**config.mk**
```make
export PLATFORM = sky130hd
export DESIGN_NAME = clk_ref_select
export DESIGN_NICKNAME = d
export VERILOG_FILES = /design/src/rtl/clk_ref_select.sv
export SDC_FILE = /design/constraint.sdc
export NUM_CORES = 1
export LEC_CHECK = 0
export BUFFER_PORTS_ARGS = -buffer_cell sky130_fd_sc_hd__buf_2
export CAP_MARGIN = 20
export CORE_MARGIN = 8
export CORE_UTILIZATION = 35
export DETAILED_ROUTE_END_ITERATION = 8
export PLACE_DENSITY = 0.58
export SYNTH_ARGS = -nofsm -noshare
export SYNTH_HDL_FRONTEND = slang
export SYNTH_SLANG_ARGS = --single-unit
```
**constraint.sdc**
```tcl
create_clock -name clk -period 19.1 [get_ports clk]
set_input_delay 3.82 -clock clk [delete_from_list [all_inputs] [get_ports clk]]
set_output_delay 3.82 -clock clk [all_outputs]
set_load 0.005 [all_outputs]
```
**src/rtl/clk_ref_select.sv**
```systemverilog
module clk_ref_select #(
  parameter int N_REF = 4,
  parameter int QL_W = 4,
  parameter logic [QL_W-1:0] QL_DNU = '1,
  parameter logic [2*N_REF-1:0] ORDER_RST = 8'hE4
) (
  input  logic                   clk,
  input  logic                   rst_n,
  input  logic [N_REF-1:0]       cand_ok,
  input  logic [N_REF*QL_W-1:0]  cand_ql,
  input  logic [N_REF-1:0]       ovr_en,
  input  logic [N_REF*QL_W-1:0]  ovr_ql,
  input  logic                   cfg_we,
  input  logic [2*N_REF-1:0]     cfg_order,
  input  logic                   cfg_mode,
  output logic [1:0]             sel_idx,
  output logic                   sel_valid,
  output logic [QL_W-1:0]        sel_ql,
  output logic                   sel_switch
);
  localparam int IW = $clog2(N_REF);

  logic [N_REF-1:0]      ok_q, oen_q;
  logic [N_REF*QL_W-1:0] ql_q, oql_q;
  logic [2*N_REF-1:0]    order_q;
  logic                  mode_q;
  logic [IW-1:0]         last_idx;
  logic                  last_valid;

  logic [QL_W-1:0] eff [N_REF];
  logic [N_REF-1:0] elig;
  logic            any;
  logic [IW-1:0]   best;
  logic [QL_W-1:0] bql;

  function automatic logic is_perm(input logic [2*N_REF-1:0] o);
    logic [N_REF-1:0] m;
    m = '0;
    for (int k = 0; k < N_REF; k++) m[o[k*IW +: IW]] = 1'b1;
    return &m;
  endfunction

  always_ff @(posedge clk or negedge rst_n) begin
    if (!rst_n) begin
      ok_q <= '0;
      oen_q <= '0;
      ql_q <= '0;
      oql_q <= '0;
      order_q <= ORDER_RST;
      mode_q <= 1'b0;
      last_idx <= '0;
      last_valid <= 1'b0;
    end else begin
      ok_q <= cand_ok;
      oen_q <= ovr_en;
      ql_q <= cand_ql;
      oql_q <= ovr_ql;
      if (cfg_we && is_perm(cfg_order)) begin
        order_q <= cfg_order;
        mode_q <= cfg_mode;
      end
      last_idx <= sel_idx;
      last_valid <= sel_valid;
    end
  end

  for (genvar i = 0; i < N_REF; i++) begin : g_eff
    assign eff[i]  = oen_q[i] ? oql_q[i*QL_W +: QL_W] : ql_q[i*QL_W +: QL_W];
    assign elig[i] = ok_q[i] && (eff[i] != QL_DNU);
  end

  always_comb begin
    any = 1'b0;
    best = '0;
    bql = QL_DNU;
    for (int k = 0; k < N_REF; k++) begin
      if (elig[order_q[k*IW +: IW]] &&
          (!any || (mode_q && eff[order_q[k*IW +: IW]] < bql))) begin
        any = 1'b1;
        best = order_q[k*IW +: IW];
        bql = eff[order_q[k*IW +: IW]];
      end
    end
  end

  assign sel_valid  = any;
  assign sel_idx    = any ? best : last_idx;
  assign sel_ql     = any ? bql : QL_DNU;
  assign sel_switch = (any != last_valid) || (any && best != last_idx);

  AST_VALID_ELIG: assert property (@(posedge clk) disable iff (!rst_n)
    sel_valid |-> elig[sel_idx]);
  AST_QL_USABLE: assert property (@(posedge clk) disable iff (!rst_n)
    sel_valid |-> sel_ql != QL_DNU);
  AST_HOLD_IDX: assert property (@(posedge clk) disable iff (!rst_n)
    !sel_valid |-> sel_idx == $past(sel_idx));
  AST_SWITCH_ON_CHANGE: assert property (@(posedge clk) disable iff (!rst_n)
    (sel_valid != $past(sel_valid)) |-> sel_switch);
  AST_ORDER_PERM: assert property (@(posedge clk) disable iff (!rst_n)
    is_perm(order_q));
endmodule

```
==> reports/metrics.csv <==
stage;metric;value;unit
synthesis;Syn. warnings;0;
global_routing;total grt overflow;0;
synthesis;count of cell types in the netlist;55;
route;Avg Vias per Cell;5.36;
clocking;root buffer cell;sky130_fd_sc_hd__clkbuf_8;
synthesis;cell with the most instances after synthesis;sky130_fd_sc_hd__dfrtp_1;
route;vias after detailed routing;2242;
setup_path;Required @ worst endpoint;15.28;ns
finish;Final Instance Area;3610;sq um
die;Initial Utilization;35.9;%
clocking;clock tree from TritonCTS;built;
route;number of violations reported at the end of detailed-routing iteration 0;129;
synthesis;cell accounting for the most synthesized area;sky130_fd_sc_hd__dfrtp_1;
setup_path;Data arrival, critical path;6.98;ns
clocking;post-cts repair resize count;0;
timing;Worst Max-Slew Pin Slew;0.483;ns
timing;Layout Skew;0.00472;ns
timing;highest achievable clock rate;92.6;MHz
timing;worst hold slack;0.485;ns
synthesis;post-synthesis cell area;3110;sq um
power;P_leak;0.00166;uW
power;Design Power;440;uW
die;Die Width;110;um
synthesis;top cells by instance count after synthesis;48 x sky130_fd_sc_hd__dfrtp_1, 19 x sky130_fd_sc_hd__inv_1, 15 x sky130_fd_sc_hd__mux2i_1, 15 x sky130_fd_sc_hd__nor2_1;
clocking;TritonCTS sink count;52;
power;power density over cell area;122;nW/um^2
finish;NumNets Final;369;
synthesis;post-synth top area share;38.6;%
outcome;result of the run;completed;
global_routing;antenna violations before repair;0;
timing;min Tclk post-route;10.80;ns
setup_path;CP peak stage delay;0.55;ns
timing;setup repair after global routing missed its margin;false;
route;wire per inst;17.8;um
power;relative contribution of the clock network to total power;17.3;%
power;internal power;272;uW
global_routing;first-pass GRT wire length;12200;um
synthesis;register area share after synthesis;42.0;%
die;die area;12200;sq um
place;area of placed instances;3480;sq um
die;site row count;34;
timing;fin crit share;56.6;%
synthesis;Primary FF master, synth;sky130_fd_sc_hd__dfrtp_1;
place;placement-stage worst setup slack;8.67;ns
synthesis;Post-synth EDFFs;0;
setup_path;Worst Path Max Fanout;9;
timing;Setup Total Neg Slack;0;ns
setup_path;cell family with most CP delay;compound AO/OA/AOI/OAI gates;
setup_path;Startpoint Class;flop;
synthesis;Synth Area per Inst;12.4;sq um
clocking;Worst-path clk slew;0.09;ns
setup_path;Worst path most repeated cell;sky130_fd_sc_hd__ha_1;
clocking;clock buffers created by TritonCTS;5;
power;proportion of power drawn by flip-flops and latches;32.4;%
power;switching fraction of total power;38.1;%
timing;endpoints failing hold;0;
synthesis;synth top area cells;sky130_fd_sc_hd__dfrtp_1 39%, sky130_fd_sc_hd__mux4_2 9.4%, sky130_fd_sc_hd__mux2i_1 4.8%;
global_routing;largest net degree at the start of global routing;53;
setup_path;critical path endpoint category;output port;
global_routing;overall fraction of global-route tracks in use;12.9;%
route;detailed-router iteration count before antenna repair;4;
die;die span in y;110;um
power;logic gate share of total power;50.3;%
synthesis;post-synthesis async set-or-reset flop share;100;%
power;maximum ir drop on the vdd rail;0.0466;mV
power;Switch Pwr;168;uW
die;Core Footprint;8680;sq um
synthesis;post-synthesis register bit count;52;
route;Antenna Violating Nets Remaining;0;
run;Max Cap Violations;0;
clocking;CTS H-Tree Depth;2;
finish;Syn-to-layout area delta;16.0;%
clocking;Clk Latency, worst-skew pair;0.30;ns
route;Total Wirelength;7450;um
clocking;Longest Clk Path Bufs;2;
min_path;worst min-delay path class;flop to flop;
finish;share of post-route cells with drive strength above 1;36.8;%
place;GP Congestion;0.868;
place;HPWL after detailed placement;6000;um
timing;Final Slew Violations;0;
timing;worst setup slack after layout;8.30;ns
synthesis;Syn Nets;312;
route;number of remaining DRC errors;0;
timing;Setup violations, final;0;
synthesis;cells after synthesis;252;
finish;number of antenna repair diodes;0;
clocking;buffers inserted by post-CTS timing repair;0;
setup_path;startpoint-to-endpoint class of the critical path;flop to output port;
setup_path;cell with the largest stage delay on the worst path;sky130_fd_sc_hd__dfrtp_1;
clocking;quantity of hold-fixing buffers added after cts;0;
setup_path;CP Buf/Inv Count;3;
timing;Slew HR;67.7;%
die;I/O pin count;60;
global_routing;via count of the first global-routing pass;2318;
place;I/O Buffers;59;
## worst paths after layout
path                            startpoint           to  slack, ns  depth (start not counted)
worst max-delay path              oen_q[2]   sel_switch       8.30                         29
worst min-delay path            order_q[6]   order_q[6]       0.49                          2
worst max register to register    oen_q[2]  last_idx[0]      12.49                         27
worst min register to register  order_q[6]   order_q[6]       0.49                          2
max in group asynchronous            rst_n   order_q[7]      15.07                          2
min in group asynchronous            rst_n     oql_q[4]       3.45                          1
## flip-flops by register name, summed over array words and instances (netlist names)
| name | cells |
|---|---|
| last_idx | 2 |
| last_valid | 1 |
| mode_q | 1 |
| oen_q | 4 |
| ok_q | 4 |
| oql_q | 16 |
| order_q | 8 |
| ql_q | 16 |
## layer usage
metal | part of all wire (%) | up-vias | GRT usage (%) | routed length (um)
li1 | - | 1076 | - | -
met1 | 46 | 1107 | 17.0 | 3400
met4 | 1.1 | 0 | 4.57 | 85
met2 | 49 | 54 | 20.7 | 3640
met3 | 4.4 | 5 | 2.33 | 326
met5 | 0 | - | 0 | 0
## logic make-up after synthesis
| group | Yosys count | synth area share (%) |
|---|---|---|
| muxes | 58 | 28.5 |
| AOI/OAI and AO/OA | 52 | 12.8 |
| DFF | 52 | 42.0 |
| and+or+nand+nor | 51 | 8.52 |
| buffers and inverters | 29 | 4.46 |
| adders and majority gates | 8 | 3.22 |
| xor gates and xnor gates | 2 | 0.563 |
## power by group through the flow
stage / Combinational (uW) / Sequential [uW] / Clock (uW)
2_1_floorplan: 172 / 132 / 0
3_3_place_gp: 218 / 145 / 0
3_5_place_dp: 221 / 145 / 0
4_1_cts: 222 / 143 / 78.3
5_1_grt: 247 / 145 / 82.1
6_report: 221 / 143 / 75.9
## cell type report
class / instances / area (sq um)
fill: 852 / 5070
multi-input combinational: 171 / 1670
sequential: 52 / 1310
timing repair buffer: 60 / 315
tap: 108 / 135
inverter: 19 / 71.3
clock buffer: 5 / 68.8
clock inverter: 3 / 46.3
## per-stage QoR
step	utilization, %	cells
final	41.6	418
after global routing	41.6	418
after CTS	41.4	417
after detailed placement	40.1	409
after global placement	40.1	409
after floorplan	-	252
## worst min-delay path, cell delays in order, from the launching register on
cell	delay, ns
sky130_fd_sc_hd__dfstp_2	0.38
sky130_fd_sc_hd__nand2_1	0.04
sky130_fd_sc_hd__o21ai_0	0.06
## cells in the final DEF, fill, tap and decap left out, drive strengths merged, types with 5 or more instances in the layout
cell type,count
mux2i,17
nor2,15
dfrtp,48
a21oi,8
mux2,23
ha,8
mux4,18
o21ai,11
a221oi,5
buf,60
nand2,12
clkbuf,5
inv,20
Note: power is estimated with default switching activity, not from simulation.
